==> src/rtl/tcmp_pkg.sv <==
package tcmp_pkg;

    localparam int DEF_THRESHOLDS = 15;
    localparam int DEF_SAMPLES    = 16;
    localparam int DEF_NARROW     = 4;

    typedef enum logic {
        SLOT_FIRST  = 1'b0,
        SLOT_SECOND = 1'b1
    } slot_sel_e;

    function automatic int level_bits(input int n_thresholds);
        return $clog2(n_thresholds + 1);
    endfunction

    function automatic slot_sel_e other_slot(input slot_sel_e s);
        return (s == SLOT_FIRST) ? SLOT_SECOND : SLOT_FIRST;
    endfunction

endpackage

==> src/rtl/tcmp_level_enc.sv <==
module tcmp_level_enc #(
    parameter int N_THR      = 15,
    parameter int NARROW_THR = 4,
    parameter int CODE_W     = 4
) (
    input  logic [N_THR-1:0]  therm,
    input  logic              narrow,
    output logic [CODE_W-1:0] level
);

    logic [N_THR-1:0] keep;
    logic [N_THR-1:0] masked;

    for (genvar i = 0; i < N_THR; i++) begin : g_mask
        if (i < NARROW_THR) begin : g_low
            assign keep[i] = 1'b1;
        end else begin : g_high
            assign keep[i] = ~narrow;
        end
    end

    assign masked = therm & keep;

    // Ascending scan: the highest asserted comparator wins, so bubbles
    // below it are absorbed.
    always_comb begin
        level = '0;
        for (int i = 0; i < N_THR; i++) begin
            if (masked[i]) begin
                level = CODE_W'(i + 1);
            end
        end
    end

endmodule

==> src/rtl/tcmp_pingpong.sv <==
module tcmp_pingpong
    import tcmp_pkg::*;
#(
    parameter int DATA_W = 64
) (
    input  logic              clk,
    input  logic              rst,
    input  logic [DATA_W-1:0] wr_data,
    input  logic              wr_hit,
    output logic [DATA_W-1:0] rd_data,
    output logic              rd_hit,
    output logic              rd_slot
);

    logic [DATA_W-1:0] mem   [2];
    logic              hit_q [2];
    slot_sel_e         wr_ptr;
    logic              wr_idx;
    logic              rd_idx;

    assign wr_idx = wr_ptr;
    assign rd_idx = other_slot(wr_ptr);

    always_ff @(posedge clk) begin
        if (rst) begin
            mem[0]   <= '0;
            mem[1]   <= '0;
            hit_q[0] <= 1'b0;
            hit_q[1] <= 1'b0;
            wr_ptr   <= SLOT_FIRST;
        end else begin
            mem[wr_idx]   <= wr_data;
            hit_q[wr_idx] <= wr_hit;
            wr_ptr        <= other_slot(wr_ptr);
        end
    end

    assign rd_data = mem[rd_idx];
    assign rd_hit  = hit_q[rd_idx];
    assign rd_slot = rd_idx;

    AST_PTR_TOGGLE: assert property (@(posedge clk) disable iff (rst)
        1'b1 |=> (wr_ptr != $past(wr_ptr))) else $error("pointer stalled");

    AST_SECOND_HOLD: assert property (@(posedge clk) disable iff (rst)
        (wr_ptr == SLOT_FIRST) |=> ($stable(mem[1]) && $stable(hit_q[1]))) else $error("second slot disturbed");

    AST_FIRST_HOLD: assert property (@(posedge clk) disable iff (rst)
        (wr_ptr == SLOT_SECOND) |=> ($stable(mem[0]) && $stable(hit_q[0]))) else $error("first slot disturbed");

endmodule

==> src/rtl/tcmp_top.sv <==
module tcmp_top
    import tcmp_pkg::*;
#(
    parameter int N_THR      = DEF_THRESHOLDS,
    parameter int N_SAMP     = DEF_SAMPLES,
    parameter int NARROW_THR = DEF_NARROW
) (
    input  logic                             clk,
    input  logic                             rst,
    input  logic                             narrow_mode,
    input  logic [N_SAMP*N_THR-1:0]          therm_in,
    output logic [N_SAMP*level_bits(N_THR)-1:0] level_out,
    output logic                             hit_out,
    output logic                             out_slot
);

    localparam int CODE_W = level_bits(N_THR);
    localparam int PACK_W = N_SAMP * CODE_W;

    logic [PACK_W-1:0] codes;
    logic              any_hit;
    logic [N_SAMP-1:0] over_narrow;

    for (genvar s = 0; s < N_SAMP; s++) begin : g_samp
        tcmp_level_enc #(
            .N_THR      (N_THR),
            .NARROW_THR (NARROW_THR),
            .CODE_W     (CODE_W)
        ) enc_i (
            .therm  (therm_in[s*N_THR +: N_THR]),
            .narrow (narrow_mode),
            .level  (codes[s*CODE_W +: CODE_W])
        );
        assign over_narrow[s] = (level_out[s*CODE_W +: CODE_W] > CODE_W'(NARROW_THR));
    end

    assign any_hit = |codes;

    tcmp_pingpong #(
        .DATA_W (PACK_W)
    ) store_i (
        .clk     (clk),
        .rst     (rst),
        .wr_data (codes),
        .wr_hit  (any_hit),
        .rd_data (level_out),
        .rd_hit  (hit_out),
        .rd_slot (out_slot)
    );

    AST_HIT_MATCH: assert property (@(posedge clk) disable iff (rst)
        hit_out == (level_out != '0)) else $error("hit flag mismatch");

    AST_NARROW_RANGE: assert property (@(posedge clk) disable iff (rst)
        narrow_mode |=> (over_narrow == '0)) else $error("narrow code too large");

    AST_RESET_CLEAR: assert property (@(posedge clk)
        rst |=> (level_out == '0 && !hit_out && out_slot)) else $error("reset state wrong");

endmodule

==> config.mk <==
export PLATFORM = sky130hd
export DESIGN_NAME = tcmp_top
export DESIGN_NICKNAME = d
export VERILOG_FILES = /design/src/rtl/tcmp_pkg.sv /design/src/rtl/tcmp_level_enc.sv /design/src/rtl/tcmp_pingpong.sv /design/src/rtl/tcmp_top.sv
export SDC_FILE = /design/constraint.sdc
export NUM_CORES = 1
export LEC_CHECK = 0
export ABC_CLOCK_PERIOD_IN_PS = 4250
export BUFFER_PORTS_ARGS = -buffer_cell sky130_fd_sc_hd__clkbuf_2
export CORE_MARGIN = 2
export CORE_UTILIZATION = 32
export DETAILED_ROUTE_END_ITERATION = 7
export GPL_TIMING_DRIVEN = 0
export MAX_ROUTING_LAYER = met4
export SLEW_MARGIN = 20
export SYNTH_ARGS = -nofsm -noshare
export SYNTH_HDL_FRONTEND = slang
export SYNTH_SLANG_ARGS = --single-unit
==> constraint.sdc <==
create_clock -name clk -period 4.25 [get_ports clk]
set_input_delay 0.2125 -clock clk [delete_from_list [all_inputs] [get_ports clk]]
set_output_delay 0.2125 -clock clk [all_outputs]
set_load 0.02 [all_outputs]
## After elaboration in Yosys (flattened, before gate mapping)

Memory sizes are Yosys's and may differ from the RTL's.
Index checks and enable logic that the tools add are counted.
W data, S select, Z words.

| storage, ports and cells | value |
|---|---|
| memory bits (writable) | 130 |
| flip-flop bits (word level) | 1 |
| memory bits (read-only) | 0 |
| bits in latches | 0 |
| word-level logic and storage cells | 273 |
| input port bits | 243 |
| memories kept | 2 |

Memory list:

| memory | words | width | rd ports | clocked after memory_dff | write ports | RTL line | source |
|---|---|---|---|---|---|---|---|
| store_i.mem | 2 | 64 | 1 | 0 | 2 | tcmp_pingpong.sv:15 | `logic [DATA_W-1:0] mem [2];` |
| store_i.hit_q | 2 | 1 | 1 | 0 | 2 | tcmp_pingpong.sv:16 | `logic hit_q [2];` |

| cells by class | value |
|---|---|
| shifts and indexed selects | 0 |
| div/mod/pow operators | 0 |
| multipliers | 0 |
| reductions and logical operators | 3 |
| add/sub/neg operators | 0 |
| bitwise gates (word level) | 17 |
| equal/unequal tests | 0 |
| multiplexer cells | 250 |
| order comparisons | 0 |

Operators with widths:

| cell | number |
|---|---|
| $mux W4 | 128 |
| $and A15 B15 Y15 | 16 |
| $mux W3 | 64 |
| $reduce_or A64 Y1 | 2 |
| $mux W2 | 32 |
| $mux W64 | 1 |
| $mux W1 | 25 |
| $not A1 Y1 | 1 |
| $reduce_or A1 Y1 | 1 |

## Longest topological paths before layout

Gate-level depths: netlist of run 1.

| logic depth | value |
|---|---|
| word-level depth | 19 |
| gate-level depth with buffers | 11 |

## Hierarchy

A second synthesis of run 1 with hierarchy kept.

| second synthesis, totals | value |
|---|---|
| cells, all modules | 883 |
| area total of the unflattened synthesis | 9420.3 µm² |

By module, submodules not included:

| module | instances | area each (µm²) | cells each | seq. area each (µm²) |
|---|---|---|---|---|
| tcmp_pingpong | 1 | 6358.6 | 366 | 3923.8 |
| tcmp_level_enc | 16 | 182.7 | 31 | 0.0 |
| tcmp_top | 1 | 138.9 | 21 | 0.0 |

## Worst setup path before layout of run 1

OpenSTA, ideal clock, no wires.

| path | value |
|---|---|
| path type | input to register |
| from | input port therm_in[149] |
| to | memory store_i.hit_q[0], data pin |
| stages on the path | 8 |
| path slack | 2.041 ns |
| setup time | 0.282 ns |
| required time | 3.968 ns |
| arrival | 1.927 ns |
| buffers on the path | 0 |
| path through | nor4_1 > a21o_4 > or4b_1 > nor4_2 > nand4b_1 > nor4_1 > and4_1 > nor2_1 |

RTL lines:

| what | RTL line | source |
|---|---|---|
| start, declared | tcmp_top.sv:11 | `input logic [N_SAMP*N_THR-1:0] therm_in,` |
| end, declared | tcmp_pingpong.sv:16 |  |

==> flow_summary_export.csv, run 1 <==
group,metric,value,unit
global_route,grt_pass1_wl,50710,um
sta,fin_crit_sh,0.7500,
detailed_routing,drt_iter0_drc,835,
run_status,status,"finished clean",
die,ios,309,
global_route,overflow,0,
setup_path,rrSetupSlack,2.11,ns
logic_synthesis,yosysMostFrequentCell,"nor2_1",
flow_run,cap_viol_max_count,0,
global_route,antenna_found_initial,1,
die,start_util,0.3239,
placed_design,port_buffers,307,
logic_synthesis,ys_ff_latch,131,
setup_path,cp_max_fo,10,
setup_path,crit-reg2reg-launch,"store_i.wr_idx",
cts,cts_max_level,4,
logic_synthesis,ys_seq_area_frac,0.4689,
detailed_routing,drc_errors,0,
sta,post-route-min-period,3.188,ns
cts,cts_root_buf,"clkbuf_16",
cts,cts_resized,0,
power,p_leak,0.004722,uW
sta,rsz0062_at_grt,"false",
global_route,grt_pass1_vias,8153,
min_path,hp-class,"input pin to flop",
detailed_routing,routedWlPerCell,22.33,um
global_route,grt_use_total,0.2551,
global_route,grt_max_degree,75,
sta,setup_viol,0,
die,dieArea,0.02746,mm^2
die,die_h,165.7,um
setup_path,worstPathArrival,3.33,ns
die,die-width,165.7,um
logic_synthesis,syn_avg_cell_area,9.466,um^2
setup_path,cp-startpoint,"narrow_mode",
cells_and_area,layout-drive-gt1-share,0.3587,
placed_design,hpwl,26430,um
sta,hold_viol,0,
sta,clock.fmax,313.7,MHz
cts,cts_tree,"yes",
sta,tns,0,ns
setup_path,ff2ff_path_depth,5,
detailed_routing,ant_nets,0,
logic_synthesis,yosysTopAreaCell,"edfxtp_1",
sta,drv_slew,0,
placed_design,place_congestion,0.9147,
detailed_routing,first_pass_iters,5,
cts,cts_sinks,131,
logic_synthesis,netlist_top_cells_area,"edfxtp_1, nor2_1, mux2_2",
logic_synthesis,ys.flop_type,"edfxtp_1",
power,ir_drop,0.2258,mV
sta,fin_worst_skew,0.005542,ns
detailed_routing,routed_wl,34840,um
power,power,3963,uW
cts,postCtsSetupBuffers,0,
cts,clkLatencyLatePin,0.42,ns
cts,cts-hold-fix-buffers,1,
sta,relSlewSlack,0.2059,
cells_and_area,multi_input_area,0.004099,mm^2
cells_and_area,syn_to_final_growth,30.76,%
logic_synthesis,syn_inst,884,
min_path,hold_path_end,"store_i.mem[1][6]",
logic_synthesis,synth_common_cells,"nor2_1, edfxtp_1, a21oi_1, mux2_2, nor3_1",
sta,tightest_slew,1.191,ns
power,p_per_area,362.2,mW/mm^2
die,rows,59,
logic_synthesis,synth_nets,1127,
min_path,holdCritStartpoint,"therm_in[18]",
cells_and_area,fillerInstances,2604,
setup_path,criticalPathCategory,"input pin to flop",
logic_synthesis,syn_area,0.008368,mm^2
min_path,hold_depth,3,
logic_synthesis,synth_top_area_share,0.4665,
detailed_routing,vias_per_cell,5.404,
cts,cts_buffers,17,
die,fp.coreArea,0.02584,mm^2
cts,cts_buffer_depth,2,
logic_synthesis,synthArstFlopShare,0,
cells_and_area,seqCellArea,0.003924,mm^2
cts,path_clk_slew,0.06,ns
cells_and_area,final_nets,1454,
logic_synthesis,synth_edf_count,130,
setup_path,cp.required,4.39,ns
setup_path,worst_r2r_endpoint,"store_i.mem[0][29]",
logic_synthesis,yosys_warnings,0,
detailed_routing,vias,8431,
setup_path,start_kind,"input pin",
setup_path,crit_path_end_kind,"flop",
logic_synthesis,yosysUniqueCellTypes,69,
## sequential cells by signal (all words and copies together) (netlist names)
| register | flops |
|---|---|
| store_i.hit_q | 2 |
| store_i.wr_idx | 1 |
| store_i.mem | 128 |
## cell type report
type	instances	share of cell area
well taps	335	0.03831
clock inverters	14	0.01612
diodes	1	0.0002287
flip-flops and latches	131	0.3586
plain buffers	37	0.01681
multi-input cells	673	0.3746
inverters	43	0.01475
clock buffers	18	0.03922
repair buffers	308	0.1413
## metrics by stage
stage / utilization / instances / worst slack, ns / cell area, um^2 / hold slack (ns)
after floorplan: - / 884 / 2.041 / 8368 / 0.2977
after global placement: 0.3996 / 1526 / 0.5436 / 10320 / 0.4298
after detailed placement: 0.3996 / 1526 / 0.5915 / 10320 / 0.4316
after CTS: 0.4234 / 1559 / 1.001 / 10940 / 0.2027
after global routing: 0.4235 / 1560 / 0.9336 / 10940 / 0.2140
final: 0.4235 / 1560 / 1.062 / 10940 / 0.2125
## critical path, cell delays in order
cell	delay [ns]
buf_6	0.14
buf_2	0.38
buf_1	0.77
clkbuf_1	0.67
o21ai_0	0.20
o41ai_1	0.24
and4_4	0.39
and4_1	0.23
nor2_1	0.05
## placed cells by master, fill, tap and decap left out, types with 5 or more instances in the layout
cell type and instances:
clkbuf_2 307, nor2_1 223, edfxtp_1 130, mux2_2 65, a21oi_1 65, nor3_1 44, inv_1 42, nor4_1 26
o21ai_0 22, nor2b_1 20, o22ai_1 18, nand2_1 18, clkbuf_16 17, clkbuf_1 15, nand2b_1 14, o21bai_1 13
buf_1 12, a211oi_1 10, or3_1 8, o31ai_1 8, o31a_1 7, o2bb2ai_1 7, o22a_1 7, buf_2 6
a22oi_1 6, o32ai_1 6, o21ai_1 5, a21o_1 5, nor4_2 5, nand4_1 5, a31oi_1 5, inv_6 5
## power breakdown
part	switching (uW)	total, uW	internal (uW)
registers	25.1	1570	1550
clock network	584	1510	930
logic	558	875	317
## worst max path at each step
stage               depth (start not counted)  slack, ns          endpoint
floorplan                                   8       2.04  store_i.hit_q[0]
global placement                            9       0.54  store_i.hit_q[0]
detailed placement                         10       0.59  store_i.hit_q[0]
CTS                                         9       1.00  store_i.hit_q[1]
global route                               10       0.93  store_i.hit_q[0]
finish                                      9       1.06  store_i.hit_q[1]
## kinds of logic after synthesis
family,synth area share
AOI/OAI and AO/OA,0.1784
and+or+nand+nor,0.2240
muxes,0.08747
DFF,0.4689
buffers and inverters,0.04127
## routing by layer
layer  vias to the layer above  routed length, um  track usage
met2                       382              17010       0.4205
li1                       3964                  -            -
met3                        26               2361      0.04373
met4                         0                460      0.06049
met1                      4059              15010       0.3286
met5                         -                  0            -
No activity file was read; power rests on OpenSTA's default activity.
==> run 2: changes to the inputs <==
--- a/config.mk
+++ b/config.mk
@@ -5,7 +5,7 @@
 export SDC_FILE = /design/constraint.sdc
 export NUM_CORES = 1
 export LEC_CHECK = 0
-export ABC_CLOCK_PERIOD_IN_PS = 4250
+export ABC_CLOCK_PERIOD_IN_PS = 3000
 export BUFFER_PORTS_ARGS = -buffer_cell sky130_fd_sc_hd__clkbuf_2
 export CORE_MARGIN = 2
 export CORE_UTILIZATION = 32
==> constraint.sdc (replaced) <==
create_clock -name clk -period 3 [get_ports clk]
set_input_delay 0.15 -clock clk [delete_from_list [all_inputs] [get_ports clk]]
set_output_delay 0.15 -clock clk [all_outputs]
set_load 0.02 [all_outputs]
==> run 2 against run 1 <==
Via count is essentially flat. Critical path depth grew 1. Final cell count shrank 0.13%. Clock-buffer cell count is the same. Sequential power grew 42%. Register-to-register slack lost 1.3 ns. Non-clock buffer count shrank 2. First-iteration DRC count grew 0.84%. Routed wire length shrank 1.9%. Total power grew 41%. Combinational power grew 41%. Largest cell class unchanged. Global-route usage is the same.
==> flow_summary_export.csv, run 2 (synthesis gave the netlist of run 1 again) <==
group,metric,value,unit
cts,path_clk_slew,0.06,ns
setup_path,cp.required,3.14,ns
global_route,grt_pass1_wl,50710,um
die,fp.coreArea,0.02584,mm^2
setup_path,start_kind,"input pin",
sta,setup_viol,0,
min_path,hp-class,"input pin to flop",
sta,rsz0062_at_grt,"false",
setup_path,ff2ff_path_depth,5,
detailed_routing,vias_per_cell,5.415,
sta,fin_worst_skew,0.004409,ns
die,dieArea,0.02746,mm^2
detailed_routing,ant_nets,0,
setup_path,worst_r2r_endpoint,"store_i.mem[0][41]",
global_route,grt_max_degree,75,
power,p_sw_frac,0.2936,
power,p_leak,0.004729,uW
die,ios,309,
cts,cts_max_level,4,
global_route,antenna_found_initial,1,
run_status,status,"finished clean",
cts,postCtsSetupBuffers,0,
cts,cts_root_buf,"clkbuf_16",
cts,cts_tree,"yes",
min_path,holdCritStartpoint,"therm_in[18]",
detailed_routing,first_pass_iters,5,
cts,clkLatencyLatePin,0.42,ns
sta,tns,0,ns
global_route,overflow,0,
min_path,hold_path_end,"store_i.mem[0][6]",
placed_design,port_buffers,307,
setup_path,crit-reg2reg-launch,"store_i.wr_idx",
setup_path,rrSetupSlack,0.85,ns
sta,hold_viol,0,
detailed_routing,routed_wl,34170,um
cells_and_area,layout.core_utilization,0.4235,
cells_and_area,regMostFlops,"store_i.mem",
placed_design,place_congestion,0.9147,
power,p_per_area,512.4,mW/mm^2
setup_path,cp_max_fo,10,
power,pwr-share-clk,0.383,
min_path,hold_depth,3,
sta,fin_crit_sh,0.9508,
power,pwr-share-seq,0.398,
sta,clock.fmax,350.6,MHz
detailed_routing,vias,8436,
cells_and_area,final_nets,1452,
sta,relSlewSlack,0.2407,
cells_and_area,largest_reg_flops,128,
detailed_routing,routedWlPerCell,21.93,um
sta,tightest_slew,1.139,ns
power,p_int,3961,uW
cts,cts_sinks,131,
cells_and_area,syn_to_final_growth,30.77,%
cells_and_area,final_cell_mix,"clkbuf_2, nor2_1, edfxtp_1",
cells_and_area,layout-drive-gt1-share,0.3609,
setup_path,criticalPathCategory,"input pin to flop",
power,power_switching,1647,uW
power,p_comb_frac,0.220,
flow_run,cap_viol_max_count,0,
detailed_routing,drc_errors,0,
setup_path,cp-startpoint,"narrow_mode",
die,die-width,165.7,um
cts,cts_buffers,17,
die,rows,59,
die,start_util,0.3239,
power,ir_drop,0.3164,mV
cells_and_area,mostFrequentLayoutCell,"clkbuf_2",
placed_design,hpwl,26430,um
die,die_h,165.7,um
sta,post-route-min-period,2.852,ns
setup_path,crit_path_end_kind,"flop",
global_route,grt_pass1_vias,8153,
setup_path,worstPathArrival,2.99,ns
global_route,grt_use_total,0.2551,
sta,drv_slew,0,
detailed_routing,drt_iter0_drc,842,
cts,cts_buffer_depth,2,
run 2: cell types whose count changed in the layout (fill, tap and decap cells not counted):
| cell | change |
|---|---|
| clkdlybuf4s15_1 | +1 |
| clkbuf_2 | +2 |
| buf_1 | -3 |
| clkbuf_1 | -2 |
run 2: final cells by class:
| class | count | area (um^2) |
|---|---|---|
| Sequential cell | 131 | 3924 |
| Clock inverter | 14 | 176.4 |
| Inverter | 43 | 161.4 |
| Antenna cell | 1 | 2.502 |
| Clock buffer | 18 | 429.2 |
| Tap cell | 335 | 419.2 |
| Timing Repair Buffer | 308 | 1546 |
| Buffer | 35 | 185.2 |
| Multi-Input combinational cell | 673 | 4099 |
| Fill cell | 2607 | 14890 |
run 2: worst max-delay path: stages:
cell and delay [ns]:
buf_6 0.14, buf_2 0.37, clkdlybuf4s15_1 0.76, clkbuf_2 0.46, a21oi_1 0.08, o32ai_1 0.28, nand2_1 0.20, nor4_1 0.20
and4_1 0.25, nor2_1 0.05
run 2: per-layer routing:
metal | track usage | share of wire | up-vias
met5 | - | 0 | -
met4 | 0.06049 | 0.014 | 0
met3 | 0.04373 | 0.071 | 25
met2 | 0.4205 | 0.49 | 406
met1 | 0.3286 | 0.43 | 4043
li1 | - | - | 3962
run 2: power by group through the flow:
stage / clock network [uW] / logic [uW] / registers [uW]
after floorplan: 0 / 649 / 2250
after global placement: 0 / 1230 / 2260
after detailed placement: 0 / 1230 / 2270
after CTS: 2160 / 1250 / 2230
after global routing: 2230 / 1340 / 2240
final: 2140 / 1230 / 2230
run 2: how the worst max path moves through the flow:
| stage | slack (ns) | to | cells past startpoint |
|---|---|---|---|
| floorplan | 0.85 | store_i.hit_q[0] | 8 |
| global placement | -0.64 | store_i.hit_q[0] | 9 |
| detailed placement | -0.60 | store_i.hit_q[0] | 10 |
| CTS | 0.05 | store_i.hit_q[1] | 10 |
| global route | 0.009 | store_i.hit_q[0] | 10 |
| finish | 0.15 | store_i.hit_q[1] | 10 |
run 2: through the flow:
step | total power (uW) | worst slack [ns] | hold slack [ns] | area, um^2 | cells
2_1_floorplan | 2901 | 0.8538 | 0.2352 | 8368 | 884
3_3_place_gp | 3492 | -0.6439 | 0.3673 | 10320 | 1526
3_5_place_dp | 3501 | -0.5960 | 0.3691 | 10320 | 1526
4_1_cts | 5634 | 0.05272 | 0.1402 | 10950 | 1559
5_1_grt | 5808 | 0.008924 | 0.1515 | 10940 | 1558
6_report | 5607 | 0.1476 | 0.1601 | 10940 | 1558
run 2: what timing repair did:
item                                    CTS  global route
endpoints found under the setup margin    2             2
hold endpoints to repair                  1             0
pin swaps                                 0             0
hold buffers                              1             0
gates resized for setup                   2             3
